`config.mk`:
```
export PLATFORM = sky130hd
export DESIGN_NAME = swfc_ctrl
export DESIGN_NICKNAME = d
export VERILOG_FILES = /design/src/rtl/swfc_pkg.sv /design/src/rtl/swfc_hyst.sv /design/src/rtl/swfc_rxmatch.sv /design/src/rtl/swfc_txgate.sv /design/src/rtl/swfc_ctrl.sv
export SDC_FILE = /design/constraint.sdc
export NUM_CORES = 1
export LEC_CHECK = 0
export BUFFER_PORTS_ARGS = -buffer_cell sky130_fd_sc_hd__buf_4
export CORE_ASPECT_RATIO = 0.9
export CORE_UTILIZATION = 25
export CTS_CLUSTER_SIZE = 40
export DETAILED_ROUTE_END_ITERATION = 8
export GPL_TIMING_DRIVEN = 0
export HOLD_SLACK_MARGIN = 0.12
export PLACE_DENSITY_LB_ADDON = 0.12
export SYNTH_ARGS = -nofsm -noshare
export SYNTH_HDL_FRONTEND = slang
export SYNTH_SLANG_ARGS = --single-unit
```
`constraint.sdc`:
```
create_clock -name clk -period 2.9 [get_ports clk]
set_clock_uncertainty 0.2 [all_clocks]
set_input_delay 0.29 -clock clk [delete_from_list [all_inputs] [get_ports clk]]
set_output_delay 0.29 -clock clk [all_outputs]
set_load 0.03 [all_outputs]
```
`src/rtl/swfc_pkg.sv`:
```
package swfc_pkg;

   localparam int STAT_W = 3;

   typedef logic [STAT_W-1:0] rx_stat_t;

   typedef enum logic {
      INS_XON  = 1'b0,
      INS_XOFF = 1'b1
   } ins_kind_e;

   typedef struct packed {
      logic auto_rx;
      logic auto_tx;
   } flow_mode_t;

endpackage

```
`src/rtl/swfc_hyst.sv`:
```
// Receive-side hysteresis and the single insert-request slot.
module swfc_hyst
   import swfc_pkg::*;
#(
   parameter int LVL_W       = 5,
   parameter int HI_MARK     = 12,
   parameter int LO_MARK     = 8,
   parameter bit HOST_CMD_EN = 1'b1
) (
   input  logic             clk,
   input  logic             rst_n,
   input  logic             auto_rx,
   input  logic             host_ok,
   input  logic [LVL_W-1:0] fifo_level,
   input  logic             host_xon,
   input  logic             host_xoff,
   input  logic             tx_take,
   output logic             pend_valid,
   output ins_kind_e        pend_kind
);

   localparam logic [LVL_W-1:0] HI_L = LVL_W'(HI_MARK);
   localparam logic [LVL_W-1:0] LO_L = LVL_W'(LO_MARK);

   logic xoff_sent;
   logic auto_off, auto_on;
   logic man_off, man_on;
   logic new_req;
   ins_kind_e new_kind;

   // automatic requests
   always_comb begin
      auto_off = auto_rx && !xoff_sent && (fifo_level >= HI_L);
      auto_on  = auto_rx &&  xoff_sent && (fifo_level <= LO_L);
   end

   // manual command path, present only when enabled
   generate
      if (HOST_CMD_EN) begin : g_host
         always_comb begin
            man_off = host_ok && host_xoff;
            man_on  = host_ok && host_xon && !host_xoff;
         end
      end else begin : g_nohost
         logic unused_host;
         always_comb begin
            man_off     = 1'b0;
            man_on      = 1'b0;
            unused_host = host_ok ^ host_xon ^ host_xoff;
         end
      end
   endgenerate

   always_comb begin
      new_req  = auto_off || auto_on || man_off || man_on;
      new_kind = (auto_off || man_off) ? INS_XOFF : INS_XON;
   end

   // hysteresis state: 0 = Xon sent, 1 = Xoff sent
   always_ff @(posedge clk or negedge rst_n) begin
      if (!rst_n) begin
         xoff_sent <= 1'b0;
      end else if (!auto_rx) begin
         xoff_sent <= 1'b0;
      end else if (auto_off) begin
         xoff_sent <= 1'b1;
      end else if (auto_on) begin
         xoff_sent <= 1'b0;
      end
   end

   // request slot: newest request overwrites, transmitter boundary consumes
   always_ff @(posedge clk or negedge rst_n) begin
      if (!rst_n) begin
         pend_valid <= 1'b0;
         pend_kind  <= INS_XON;
      end else if (new_req) begin
         pend_valid <= 1'b1;
         pend_kind  <= new_kind;
      end else if (pend_valid && tx_take) begin
         pend_valid <= 1'b0;
      end
   end

endmodule

```
`src/rtl/swfc_rxmatch.sv`:
```
// Character recognition, push/strip decision, status accumulation and
// the sticky interrupt flag.
module swfc_rxmatch
   import swfc_pkg::*;
#(
   parameter int CW = 8
) (
   input  logic          clk,
   input  logic          rst_n,
   input  logic          rx_valid,
   input  logic [CW-1:0] rx_char,
   input  rx_stat_t      rx_stat,
   input  logic [CW-1:0] xon_code,
   input  logic [CW-1:0] xoff_code,
   input  logic          keep_flow_chars,
   input  logic          blk_err_mode,
   input  logic          err_clr,
   input  logic          irq_rd,
   output logic          hit_xon,
   output logic          hit_xoff,
   output logic          fifo_push,
   output logic [CW-1:0] fifo_char,
   output rx_stat_t      fifo_stat,
   output logic          flow_strip,
   output rx_stat_t      err_acc,
   output logic          irq_stat
);

   logic     recog;
   logic     strip_now;
   logic     push_now;
   rx_stat_t acc_add;

   always_comb begin
      hit_xon   = rx_valid && (rx_char == xon_code);
      hit_xoff  = rx_valid && (rx_char == xoff_code);
      recog     = hit_xon || hit_xoff;
      strip_now = recog && !keep_flow_chars;
      push_now  = rx_valid && !strip_now;
      acc_add   = (strip_now && blk_err_mode) ? rx_stat : '0;
   end

   always_ff @(posedge clk or negedge rst_n) begin
      if (!rst_n) begin
         fifo_push  <= 1'b0;
         fifo_char  <= '0;
         fifo_stat  <= '0;
         flow_strip <= 1'b0;
      end else begin
         fifo_push  <= push_now;
         flow_strip <= strip_now;
         if (push_now) begin
            fifo_char <= rx_char;
            fifo_stat <= rx_stat;
         end
      end
   end

   always_ff @(posedge clk or negedge rst_n) begin
      if (!rst_n) begin
         err_acc <= '0;
      end else begin
         err_acc <= (err_clr ? '0 : err_acc) | acc_add;
      end
   end

   always_ff @(posedge clk or negedge rst_n) begin
      if (!rst_n) begin
         irq_stat <= 1'b0;
      end else if (recog) begin
         irq_stat <= 1'b1;
      end else if (irq_rd) begin
         irq_stat <= 1'b0;
      end
   end

endmodule

```
`src/rtl/swfc_txgate.sv`:
```
// Transmit gating by received flow characters.
module swfc_txgate (
   input  logic clk,
   input  logic rst_n,
   input  logic auto_tx,
   input  logic hit_xon,
   input  logic hit_xoff,
   output logic tx_gate
);

   logic halted;

   always_ff @(posedge clk or negedge rst_n) begin
      if (!rst_n) begin
         halted <= 1'b0;
      end else if (!auto_tx) begin
         halted <= 1'b0;
      end else if (hit_xoff) begin
         halted <= 1'b1;
      end else if (hit_xon) begin
         halted <= 1'b0;
      end
   end

   assign tx_gate = !halted;

endmodule

```
`src/rtl/swfc_ctrl.sv`:
```
module swfc_ctrl
   import swfc_pkg::*;
#(
   parameter int CW          = 8,
   parameter int FIFO_DEPTH  = 16,
   parameter int HI_MARK     = 12,
   parameter int LO_MARK     = 8,
   parameter bit HOST_CMD_EN = 1'b1,
   localparam int LVL_W      = $clog2(FIFO_DEPTH + 1)
) (
   input  logic                 clk,
   input  logic                 rst_n,
   input  logic [1:0]           flow_mode,
   input  logic                 keep_flow_chars,
   input  logic                 blk_err_mode,
   input  logic [CW-1:0]        xon_code,
   input  logic [CW-1:0]        xoff_code,
   input  logic                 flow_irq_en,
   input  logic                 rx_valid,
   input  logic [CW-1:0]        rx_char,
   input  logic [STAT_W-1:0]    rx_stat,
   input  logic [LVL_W-1:0]     fifo_level,
   input  logic                 host_send_xon,
   input  logic                 host_send_xoff,
   input  logic                 tx_take,
   input  logic                 err_clr,
   input  logic                 flow_irq_rd,
   output logic                 ins_req,
   output logic [CW-1:0]        ins_char,
   output logic                 tx_gate,
   output logic                 fifo_push,
   output logic [CW-1:0]        fifo_char,
   output logic [STAT_W-1:0]    fifo_stat,
   output logic                 flow_strip,
   output logic [STAT_W-1:0]    err_acc,
   output logic                 flow_irq_stat,
   output logic                 flow_irq
);

   // elaboration-time parameter checks
   generate
      if (CW < 5 || CW > 9) begin : g_bad_cw
         $error("swfc_ctrl: CW out of range");
      end
      if (LO_MARK >= HI_MARK) begin : g_bad_marks
         $error("swfc_ctrl: LO_MARK must be below HI_MARK");
      end
      if (HI_MARK > FIFO_DEPTH) begin : g_bad_hi
         $error("swfc_ctrl: HI_MARK exceeds FIFO_DEPTH");
      end
   endgenerate

   flow_mode_t mode;
   ins_kind_e  pend_kind;
   logic       host_ok;
   logic       hit_xon, hit_xoff;

   assign mode    = flow_mode_t'(flow_mode);
   assign host_ok = !mode.auto_rx && !mode.auto_tx;

   swfc_hyst #(
      .LVL_W       (LVL_W),
      .HI_MARK     (HI_MARK),
      .LO_MARK     (LO_MARK),
      .HOST_CMD_EN (HOST_CMD_EN)
   ) u_hyst (
      .clk        (clk),
      .rst_n      (rst_n),
      .auto_rx    (mode.auto_rx),
      .host_ok    (host_ok),
      .fifo_level (fifo_level),
      .host_xon   (host_send_xon),
      .host_xoff  (host_send_xoff),
      .tx_take    (tx_take),
      .pend_valid (ins_req),
      .pend_kind  (pend_kind)
   );

   swfc_rxmatch #(
      .CW (CW)
   ) u_rxmatch (
      .clk             (clk),
      .rst_n           (rst_n),
      .rx_valid        (rx_valid),
      .rx_char         (rx_char),
      .rx_stat         (rx_stat),
      .xon_code        (xon_code),
      .xoff_code       (xoff_code),
      .keep_flow_chars (keep_flow_chars),
      .blk_err_mode    (blk_err_mode),
      .err_clr         (err_clr),
      .irq_rd          (flow_irq_rd),
      .hit_xon         (hit_xon),
      .hit_xoff        (hit_xoff),
      .fifo_push       (fifo_push),
      .fifo_char       (fifo_char),
      .fifo_stat       (fifo_stat),
      .flow_strip      (flow_strip),
      .err_acc         (err_acc),
      .irq_stat        (flow_irq_stat)
   );

   swfc_txgate u_txgate (
      .clk      (clk),
      .rst_n    (rst_n),
      .auto_tx  (mode.auto_tx),
      .hit_xon  (hit_xon),
      .hit_xoff (hit_xoff),
      .tx_gate  (tx_gate)
   );

   assign ins_char = (pend_kind == INS_XOFF) ? xoff_code : xon_code;
   assign flow_irq = flow_irq_stat && flow_irq_en;

endmodule

```
==> metrics.csv <==
metric,value,unit
grt_pass1_vias,1368,
hold_slack,0.131,ns
critical_path.n_buffers_inverters,4,
worstSetupPathType,in -> reg,
end_kind,flop,
synthTopCellsByArea,"dfrtp_1 (38%), xor2_1 (10%), a311o_1 (8.0%)",
synth_seq_cells,21,
final_core_util,42.3,%
initial_core_util,26.1,%
netlist_instances,151,
cp_top_family,buffers and inverters,
wirelength,4.32,mm
grt_overflow,0,
yosys_warnings,0,
synth_cell_type_count,27,
clk_path_buf_depth,2,
hpwl,3.13,mm
wire_per_inst,13.9,um
cts_made_buffers,3,
crit_arrival,2.78,ns
grt_use_total,14.7,%
grt_first_pass_wirelength,6.66,mm
n_antenna_cell,0,
crit_fanout,10,
drive_above_1_share,37.3,%
die_y,72.5,um
hold_viol_final,0,
critical_path.max_stage_delay,0.57,ns
worst_pin_slew,0.519,ns
max_freq,0.360,GHz
rsz0062_at_grt,no,
design_area,2240,sq um
synth.net_count,196,
synth.avg_cell_area,9.14,sq um
pin_count,73,
gp_congestion,0.731,
syn_area,1380,sq um
cap_violations,0,
min_period,2.78,ns
final_nets,290,
slew_headroom,65.4,%
power_density,387,nW/um^2
htreeDepth,1,
crit_top_cell,dlygate4sd3_1,
num_rows,25,
grt_max_degree,22,
hold_path_class,in -> reg,
cp_cell_sequence,dlygate4sd3_1 > buf_4 > xor2_1 > nor4_1 > nand2_1 > buf_2 > a211o_4 > o22ai_1 > dlygate4sd3_1,
cts_sinks,21,
status,"finished, final reports clean",
highest_layer,met4,
vdd_drop_max,175,uV
drt_first_pass_iters,4,
met1_length,1.89,mm
core-area,5290,sq um
clk_pin_slew,0.09,ns
die_w,80.3,um
dr_total_vias,1477,
synth_top_cell_by_area,dfrtp_1,
place_area,2000,sq um
die-area,5820,sq um
slew_violations,0,
clock_tree.root_cell,clkbuf_8,
clk_latency,0.26,ns
timing.setup.tns,0,ns
cts_tree,done,
power,0.000867,W
wl_met3,177,um
via_per_inst,4.75,
leakage,1.03,nW
post-route-period-util,95.8,%
drt-initial-drc-count,126,
cp-start-kind,input pin,
setup_violations,0,
ant_nets,0,
syn2layout_area_growth,62.2,%
synth_top_cell_area_share,38.1,%
drc,0,
crit_required,2.90,ns
port_buffers,71,
crit_path_top_delay_cell,dlygate4sd3_1,
wl_met2,2.25,mm
seq_area_frac_synth,38.1,%
antenna_found_initial,0,
## cell usage in the layout (no fill, tap or decap)
cell	n
a211o_4	1
clkinvlp_4	1
o21ai_0	11
nor2_1	3
or3_1	1
a211oi_1	11
o21a_1	2
xor2_1	16
and2_4	1
clkbuf_1	7
mux2_2	8
and2_1	1
nor4_1	2
nor3_1	1
nor4_2	2
o22ai_1	4
a21oi_1	3
buf_2	1
dlygate4sd3_1	17
nand3_1	11
dfrtp_1	21
nor3b_1	1
clkbuf_8	3
a311o_1	11
buf_4	72
nand2_1	7
inv_1	19
a221o_1	1
o21bai_1	1
a31oi_1	2
buf_6	2
## sequential cells by signal (all words and copies together), names as in the netlist
signal                flops
u_rxmatch.fifo_char       8
u_rxmatch.err_acc         3
u_rxmatch.fifo_stat       3
u_hyst.pend_kind          1
u_hyst.pend_valid         1
u_hyst.xoff_sent          1
u_rxmatch.fifo_push       1
u_rxmatch.flow_strip      1
u_rxmatch.irq_stat        1
u_txgate.halted           1
## final cells by class
type                    instances  area (sq um)
clock buffers                   3          41.3
well taps                      67          83.8
inverters                      19          71.3
clock inverters                 1          7.51
fillers                       538          3050
plain buffers                  10          53.8
flip-flops and latches         21           526
repair buffers                 89           711
multi-input cells             101           744
## synth_stat cells
| master | count |
|---|---|
| dfrtp_1 | 21 |
| a21oi_1 | 3 |
| buf_2 | 2 |
| a211o_1 | 1 |
| nor3b_1 | 1 |
| nor4_2 | 2 |
| a211oi_1 | 11 |
| nand3_1 | 11 |
| o21ai_0 | 11 |
| a31oi_1 | 2 |
| o21a_1 | 2 |
| nand2_1 | 7 |
| and2_1 | 1 |
| buf_6 | 1 |
| nor4_1 | 2 |
| inv_1 | 19 |
| o21bai_1 | 1 |
| nor2_1 | 3 |
| and2_4 | 1 |
| a221o_1 | 1 |
| mux2_2 | 8 |
| xor2_1 | 16 |
| nor3_1 | 1 |
| clkbuf_1 | 7 |
| o22ai_1 | 4 |
| or3_1 | 1 |
| a311o_1 | 11 |
## report_power, final
part	switching [W]	total, W	internal (W)
sequential	0.0000129	0.000330	0.000317
clock	0.000103	0.000200	0.0000971
combinational	0.000181	0.000337	0.000156
total	0.000297	0.000867	0.000570
## path summary, 6_finish.rpt
| check | start | to | slack (ns) | cells after the start |
|---|---|---|---|---|
| max | rx_char[6] | u_rxmatch.err_acc[0] | 0.12 | 9 |
| min | rx_char[3] | u_rxmatch.fifo_char[3] | 0.13 | 2 |
| max reg2reg | u_hyst.xoff_sent | u_hyst.xoff_sent | 1.16 | 3 |
| min reg2reg | u_hyst.pend_valid | u_hyst.pend_valid | 0.32 | 2 |
| max in group asynchronous | rst_n | u_rxmatch.fifo_char[7] | 2.04 | 2 |
| min in group asynchronous | rst_n | u_rxmatch.err_acc[1] | 0.24 | 2 |
## per-stage QoR
step | setup slack, ns | std cells
finish | 0.122 | 311
global route | 0.0250 | 311
CTS | 0.0530 | 310
detailed placement | 0.755 | 289
global placement | 0.759 | 289
floorplan | 1.10 | 151
## what timing repair did
action,CTS,global route
hold buffers,17,0
resized for setup,0,4
setup buffers,0,1
hold endpoints to repair,35,0
endpoints found under the setup margin,0,1
## kinds of logic (layout without fill, tap and decap cells)
kind of cell,count (synthesis),in the layout,share of synthesized area [%]
flops,21,21,38.1
simple gates,30,30,11.9
mux,8,8,6.53
buf+inv,29,122,8.61
compound gates,47,47,24.8
xor+xnor,16,16,10.2
## routing by layer
| metal | track usage [%] | vias up |
|---|---|---|
| met1 | 19.9 | 704 |
| li1 | - | 735 |
| met2 | 25.0 | 36 |
| met3 | 3.27 | 2 |
| met5 | 0 | - |
| met4 | 0.992 | 0 |
(Power assumes the default switching activity.)
